<file path="src/rtl/tmr_pkg.sv">
package tmr_pkg;
  typedef enum logic [2:0] {
    SEL_OFF      = 3'd0,
    SEL_CLK      = 3'd1,
    SEL_DIV8     = 3'd2,
    SEL_DIV64    = 3'd3,
    SEL_DIV256   = 3'd4,
    SEL_DIV1024  = 3'd5,
    SEL_EXT_FALL = 3'd6,
    SEL_EXT_RISE = 3'd7
  } clk_sel_e;

  localparam int unsigned NUM_DIV = 4;

  // log2 of each divide ratio, in select order
  function automatic int unsigned div_shift(int unsigned idx);
    case (idx)
      0:       return 3;
      1:       return 6;
      2:       return 8;
      default: return 10;
    endcase
  endfunction

  localparam int unsigned PRE_W = div_shift(NUM_DIV - 1);
endpackage

</file>
<file path="src/rtl/tmr_clk_sel.sv">
module tmr_clk_sel
  import tmr_pkg::*;
(
  input  logic       clk_i,
  input  logic       rst_ni,
  input  logic [2:0] sel_i,
  input  logic       ext_i,
  output logic       tick_o
);
  logic [PRE_W-1:0]   pre_q;
  logic [2:0]         sync_q;  // [1:0] synchronizer, [2] previous sample
  logic [NUM_DIV-1:0] div_hit;
  logic               ext_rise, ext_fall;

  always_ff @(posedge clk_i or negedge rst_ni) begin
    if (!rst_ni) begin
      pre_q  <= '0;
      sync_q <= '0;
    end else begin
      pre_q  <= pre_q + 1'b1;
      sync_q <= {sync_q[1:0], ext_i};
    end
  end

  for (genvar g = 0; g < NUM_DIV; g++) begin : g_div
    localparam int unsigned SH = div_shift(g);
    assign div_hit[g] = &pre_q[SH-1:0];
  end

  assign ext_rise = sync_q[1] & ~sync_q[2];
  assign ext_fall = ~sync_q[1] & sync_q[2];

  always_comb begin
    case (clk_sel_e'(sel_i))
      SEL_CLK:      tick_o = 1'b1;
      SEL_DIV8:     tick_o = div_hit[0];
      SEL_DIV64:    tick_o = div_hit[1];
      SEL_DIV256:   tick_o = div_hit[2];
      SEL_DIV1024:  tick_o = div_hit[3];
      SEL_EXT_FALL: tick_o = ext_fall;
      SEL_EXT_RISE: tick_o = ext_rise;
      default:      tick_o = 1'b0;
    endcase
  end

  p_off_no_tick_r1: assert property (@(posedge clk_i) disable iff (!rst_ni)
    (sel_i == SEL_OFF) |-> !tick_o);
  p_ext_single_r4: assert property (@(posedge clk_i) disable iff (!rst_ni)
    (sel_i == SEL_EXT_RISE && tick_o) |=> !(sel_i == SEL_EXT_RISE && tick_o));
endmodule

</file>
<file path="src/rtl/tmr_counter.sv">
module tmr_counter #(
  parameter int unsigned W = 8
) (
  input  logic         clk_i,
  input  logic         rst_ni,
  input  logic         tick_i,
  input  logic         clr_i,
  input  logic         down_i,
  input  logic         wr_i,
  input  logic [W-1:0] wr_data_i,
  output logic [W-1:0] cnt_o,
  output logic         top_o,
  output logic         bottom_o,
  output logic         ovf_evt_o
);
  localparam logic [W-1:0] MAX = '1;
  localparam logic [W-1:0] ONE = W'(1);

  logic [W-1:0] cnt_q, cnt_d;

  always_comb begin
    cnt_d     = cnt_q;
    ovf_evt_o = 1'b0;
    if (wr_i) begin
      cnt_d = wr_data_i;
    end else if (tick_i) begin
      if (clr_i)       cnt_d = '0;
      else if (down_i) cnt_d = cnt_q - ONE;
      else begin
        cnt_d     = cnt_q + ONE;
        ovf_evt_o = (cnt_q == MAX);
      end
    end
  end

  always_ff @(posedge clk_i or negedge rst_ni) begin
    if (!rst_ni) cnt_q <= '0;
    else         cnt_q <= cnt_d;
  end

  assign cnt_o    = cnt_q;
  assign top_o    = (cnt_q == MAX);
  assign bottom_o = (cnt_q == '0);

  p_write_wins_r7: assert property (@(posedge clk_i) disable iff (!rst_ni)
    wr_i |=> cnt_q == $past(wr_data_i));
  p_hold_r1: assert property (@(posedge clk_i) disable iff (!rst_ni)
    (!tick_i && !wr_i) |=> $stable(cnt_q));
  p_clear_r6: assert property (@(posedge clk_i) disable iff (!rst_ni)
    (tick_i && clr_i && !wr_i) |=> cnt_q == '0);
  p_ovf_wrap_r11: assert property (@(posedge clk_i) disable iff (!rst_ni)
    ovf_evt_o |=> (cnt_q == '0) && $past(top_o));
endmodule

</file>
<file path="src/rtl/tmr_cmp_chan.sv">
module tmr_cmp_chan #(
  parameter int unsigned W = 8
) (
  input  logic         clk_i,
  input  logic         rst_ni,
  input  logic         buf_wr_i,
  input  logic [W-1:0] wr_data_i,
  input  logic         load_i,
  input  logic [W-1:0] cnt_i,
  input  logic         clr_i,
  output logic         flag_o
);
  logic [W-1:0] buf_q, act_q;
  logic         match, match_q, set, flag_q;

  assign match = (cnt_i == act_q);
  assign set   = match & ~match_q;

  always_ff @(posedge clk_i or negedge rst_ni) begin
    if (!rst_ni) begin
      buf_q   <= '0;
      act_q   <= '0;
      match_q <= 1'b1;  // no flag for the reset-time match
      flag_q  <= 1'b0;
    end else begin
      if (buf_wr_i) buf_q <= wr_data_i;
      if (load_i)   act_q <= buf_q;
      match_q <= match;
      flag_q  <= set | (flag_q & ~clr_i);
    end
  end

  assign flag_o = flag_q;

  p_flag_set_r10: assert property (@(posedge clk_i) disable iff (!rst_ni)
    (match && !match_q) |=> flag_q);
  p_flag_clr_r12: assert property (@(posedge clk_i) disable iff (!rst_ni)
    (clr_i && !(match && !match_q)) |=> !flag_q);
  p_reload_bottom_r9: assert property (@(posedge clk_i) disable iff (!rst_ni)
    !load_i |=> $stable(act_q));
endmodule

</file>
<file path="src/rtl/updown_cmp_timer.sv">
module updown_cmp_timer
  import tmr_pkg::*;
#(
  parameter int unsigned W      = 8,
  parameter int unsigned NUM_CH = 2
) (
  input  logic              clk_i,
  input  logic              rst_ni,
  input  logic [2:0]        clk_sel_i,
  input  logic              ext_clk_i,
  input  logic              count_down_i,
  input  logic              count_clr_i,
  input  logic              cnt_wr_i,
  input  logic [NUM_CH-1:0] cmp_wr_i,
  input  logic [W-1:0]      wr_data_i,
  input  logic              ovf_clr_i,
  input  logic [NUM_CH-1:0] cmp_clr_i,
  output logic [W-1:0]      cnt_o,
  output logic              top_o,
  output logic              bottom_o,
  output logic              ovf_flag_o,
  output logic [NUM_CH-1:0] cmp_flag_o
);
  logic         tick, ovf_evt, ovf_q, at_bottom;
  logic [W-1:0] cnt;

  tmr_clk_sel u_clk_sel (
    .clk_i  (clk_i),
    .rst_ni (rst_ni),
    .sel_i  (clk_sel_i),
    .ext_i  (ext_clk_i),
    .tick_o (tick)
  );

  tmr_counter #(.W(W)) u_counter (
    .clk_i     (clk_i),
    .rst_ni    (rst_ni),
    .tick_i    (tick),
    .clr_i     (count_clr_i),
    .down_i    (count_down_i),
    .wr_i      (cnt_wr_i),
    .wr_data_i (wr_data_i),
    .cnt_o     (cnt),
    .top_o     (top_o),
    .bottom_o  (at_bottom),
    .ovf_evt_o (ovf_evt)
  );

  for (genvar c = 0; c < NUM_CH; c++) begin : g_ch
    tmr_cmp_chan #(.W(W)) u_chan (
      .clk_i     (clk_i),
      .rst_ni    (rst_ni),
      .buf_wr_i  (cmp_wr_i[c]),
      .wr_data_i (wr_data_i),
      .load_i    (at_bottom),
      .cnt_i     (cnt),
      .clr_i     (cmp_clr_i[c]),
      .flag_o    (cmp_flag_o[c])
    );
  end

  always_ff @(posedge clk_i or negedge rst_ni) begin
    if (!rst_ni) ovf_q <= 1'b0;
    else         ovf_q <= ovf_evt | (ovf_q & ~ovf_clr_i);
  end

  assign cnt_o      = cnt;
  assign bottom_o   = at_bottom;
  assign ovf_flag_o = ovf_q;

  p_ovf_sticky_r11: assert property (@(posedge clk_i) disable iff (!rst_ni)
    (ovf_q && !ovf_clr_i) |=> ovf_q);
  p_ovf_clr_r12: assert property (@(posedge clk_i) disable iff (!rst_ni)
    (ovf_clr_i && !ovf_evt) |=> !ovf_q);
endmodule

</file>
<file path="config.mk">
export PLATFORM = sky130hd
export DESIGN_NAME = updown_cmp_timer
export DESIGN_NICKNAME = d
export VERILOG_FILES = /design/src/rtl/tmr_pkg.sv /design/src/rtl/tmr_clk_sel.sv /design/src/rtl/tmr_counter.sv /design/src/rtl/tmr_cmp_chan.sv /design/src/rtl/updown_cmp_timer.sv
export SDC_FILE = /design/constraint.sdc
export NUM_CORES = 1
export LEC_CHECK = 0
export CAP_MARGIN = 20
export CORE_MARGIN = 5
export CORE_UTILIZATION = 62
export CTS_BUF_LIST = sky130_fd_sc_hd__clkbuf_4 sky130_fd_sc_hd__clkbuf_8
export DETAILED_ROUTE_END_ITERATION = 6
export PLACE_DENSITY = 0.88
export SYNTH_ARGS = -nofsm -noshare
export SYNTH_HDL_FRONTEND = slang
export SYNTH_SLANG_ARGS = --single-unit
</file>
<file path="constraint.sdc">
create_clock -name clk_i -period 5.6 [get_ports clk_i]
set_clock_uncertainty 0.1 [all_clocks]
set_input_delay 1.4 -clock clk_i [delete_from_list [all_inputs] [get_ports clk_i]]
set_output_delay 1.4 -clock clk_i [all_outputs]
set_load 0.02 [all_outputs]
</file>
==> results.md <==
* CP endpoint kind: primary output
* Setup crit start kind: flop
* Initial Utilization at 64.75%
* Skew-Pair Late Insertion Delay at 340 ps
* Total Wirelength at 6311 um
* WL met3 at 292 um
* Maxcap violations at 0
* First-pass DRT Iterations at 4
* Clk sinks at 58
* Largest net degree at the start of global routing at 59
* Commonest non-fill, non-tap cells in the layout: dfrtp_1, nand2_1, clkdlybuf4s50_1
* Die area at 6033 um2
* Clock buffer depth at 2
* Num CTS Buffers at 9
* Seq/Total Area, Yosys at 51.21%
* Hold Crit Class: flop to flop
* Port buffer count at 34
* Mapped Cells at 262
* Mean number of vias per cell at 5.904
* Routability congestion estimate at 0.8731
* CTS tree: done
* Worst setup margin at 1433 ps
* Arrival @ worst endpoint at 2670 ps
* Syn avg cell area at 10.84 um2
* Top routing layer used: met4
* Top FF cell, synth: dfrtp_1
* First-pass GRT wire length at 10400 um
* Commonest non-fill, non-tap cell in the layout: dfrtp_1
* RSZ-0062 raised after global routing: no
* Post-synth ARST share at 100.0%
* Peak VDD IR at 0.2565 mV
* Clock transition at path regs at 60 ps
* NumNets Final at 327
* DR vias at 2084
* Slew margin rel. at 49.55%
* Dpl hpwl at 4365 um
* Final Hold Vio Count at 0
* Die H at 77.67 um
* Cell area after synthesis at 2839 um2
* CP Cell Sequence: nor4_1 -> nand2_1 -> clkinv_1 -> clkdlybuf4s50_1
* Synth cell types at 49
* Core area at 4384 um2
* Met1 WL at 2557 um
* Yosys reg bits at 58
* Initial antenna violation count at 0
* EDFF count, synth at 0
* Leakage at 1.486 nW
* Antenna cells at 0
* IO Pins at 35
* Run status: finished clean
* Fraction of layout cells with a size suffix above 1 at 12.62%
* Max incr delay on CP at 680 ps
* DRC violations left at 0
* Num rows at 24
* Kind of critical path: flop to primary output
* Achievable Freq at 240.0 MHz
* Crit-path leading delay family: buffers and inverters
* Postcts setup bufs at 0
* Vias in the first global route at 2185
* GRT overflow at 0
* CP max-delay cell: clkdlybuf4s50_1
* Warnings from Yosys at 0
* Syn_nets at 293
* Minimum clock period at 4167 ps
* Max Transition Viols Final at 0
* Resized cells post-CTS at 0
* Wire per inst at 17.88 um
* Cell Pwr Density at 371.2 nW/um2
* Met2 wire len at 3278 um
* Max FO, Critical Path at 17
* Setup violators final at 0
* Number of H-tree levels at 3
* Area Overhead vs Synth at 20.27%
* CTS root buf: clkbuf_8
* GRT Total Usage at 22.34%
* Routed Antenna Nets at 0
* Fin crit share at 74.42%
* DIE WIDTH at 77.67 um
* Pre-CTS setup slack at 1736 ps
* Total negative slack at 0 ps
* CP required at 4100 ps
* Hold buffer count at cts at 0
* Worst slew pin tran at 754.5 ps
* Iter 0 DRT Violations at 89
* CP bufs+invs at 2
[per-stage QoR]
step	hold slack (ps)	power, W	cell area, um2	util, %	instances
floorplan	231.2	0.0007257	2839	-	262
global route	268.4	0.001329	3415	77.88	353
global placement	234.6	0.0008073	3182	72.57	337
finish	252.5	0.001267	3415	77.88	353
CTS	255.7	0.001273	3415	77.88	353
detailed placement	240.4	0.0008220	3182	72.57	337
[registers in the layout (all words and copies together) (netlist names)]
signal and count:
g_ch.u_chan.act_q 16, g_ch.u_chan.buf_q 16, g_ch.u_chan.flag_o 2, g_ch.u_chan.match_q 2, ovf_flag_o 1, u_clk_sel.pre_q 10
u_clk_sel.sync_q 3, u_counter.cnt_o 8
[cell usage after synthesis, types with 2 or more instances]
| cell | instances | area share (%) |
|---|---|---|
| dfrtp_1 | 56 | 49 |
| nand2_1 | 55 | 7.3 |
| xnor2_1 | 23 | 7.1 |
| mux2_2 | 16 | 6.3 |
| nor2_1 | 11 | 1.5 |
| ha_1 | 8 | 3.5 |
| nand3_1 | 6 | 1.1 |
| nand4_1 | 6 | 1.3 |
| clkbuf_1 | 5 | 0.66 |
| nor2b_1 | 5 | 1.1 |
| xor2_1 | 5 | 1.5 |
| a221o_1 | 4 | 1.4 |
| buf_2 | 4 | 0.71 |
| inv_1 | 4 | 0.53 |
| nor4_1 | 4 | 0.88 |
| a211oi_1 | 3 | 0.79 |
| nor3_1 | 3 | 0.53 |
| nor3b_1 | 3 | 0.79 |
| buf_4 | 2 | 0.53 |
| dfstp_2 | 2 | 1.9 |
| mux2i_1 | 2 | 0.71 |
| nor4b_1 | 2 | 0.62 |
| nor4bb_1 | 2 | 0.71 |
| o211ai_1 | 2 | 0.53 |
| o21a_1 | 2 | 0.53 |
| o21ai_1 | 2 | 0.35 |
| o21bai_1 | 2 | 0.53 |
| o32ai_1 | 2 | 0.62 |
[layout make-up]
| class | instances | area [um2] |
|---|---|---|
| Clock inverter | 4 | 73.82 |
| Fill cell | 277 | 969.7 |
| Multi-Input combinational cell | 187 | 1301 |
| Inverter | 5 | 18.77 |
| Sequential cell | 58 | 1454 |
| Tap cell | 52 | 65.06 |
| Timing Repair Buffer | 35 | 342.8 |
| Clock buffer | 12 | 158.9 |
[worst register-to-register path: stages (launching register included)]
cell	delay [ps]
dfrtp_1	400
ha_1	240
ha_1	200
a211o_1	280
a221oi_4	600
nor3_1	160
a221o_1	330
[final timing paths]
path | slack, ps | from | endpoint | cells past startpoint
worst max-delay path | 1430 | u_counter.cnt_o[0]$_DFFE_PN0P_ | bottom_o | 4
worst min-delay path | 250 | u_clk_sel.sync_q[0]$_DFF_PN0_ | u_clk_sel.sync_q[1]$_DFF_PN0_ | 0
worst max register to register | 3170 | u_clk_sel.pre_q[0]$_DFF_PN0_ | u_counter.cnt_o[7]$_DFFE_PN0P_ | 6
worst min register to register | 250 | u_clk_sel.sync_q[0]$_DFF_PN0_ | u_clk_sel.sync_q[1]$_DFF_PN0_ | 0
max in group asynchronous | 3840 | rst_ni | g_ch[1].u_chan.buf_q[6]$_DFFE_PN0P_ | 2
min in group asynchronous | 1090 | rst_ni | u_clk_sel.pre_q[9]$_DFF_PN0_ | 2
[layer usage]
metal / vias to the layer above / GRT usage (%)
met5: - / 0
met4: 0 / 10.82
met3: 18 / 7.060
met2: 43 / 37.06
met1: 1044 / 26.10
li1: 979 / -
[logic make-up after synthesis]
| kind of cell | count (synthesis) | share of synthesized area [%] |
|---|---|---|
| AO/OA/AOI/OAI | 26 | 7.669 |
| AND/OR/NAND/NOR | 106 | 18.25 |
| adder cells (fa/ha/maj) | 9 | 4.231 |
| buffers and inverters | 17 | 2.952 |
| multiplexers | 18 | 7.051 |
| flip-flops | 58 | 51.21 |
| XOR/XNOR | 28 | 8.638 |
[report_power, final]
part	internal [W]	total [W]	switching (W)
Combinational	0.000132	0.000267	0.000134
Sequential	0.000489	0.000556	0.0000667
Clock	0.000280	0.000445	0.000165
Total	0.000901	0.00127	0.000366
No activity file was read; power rests on OpenSTA's default activity.
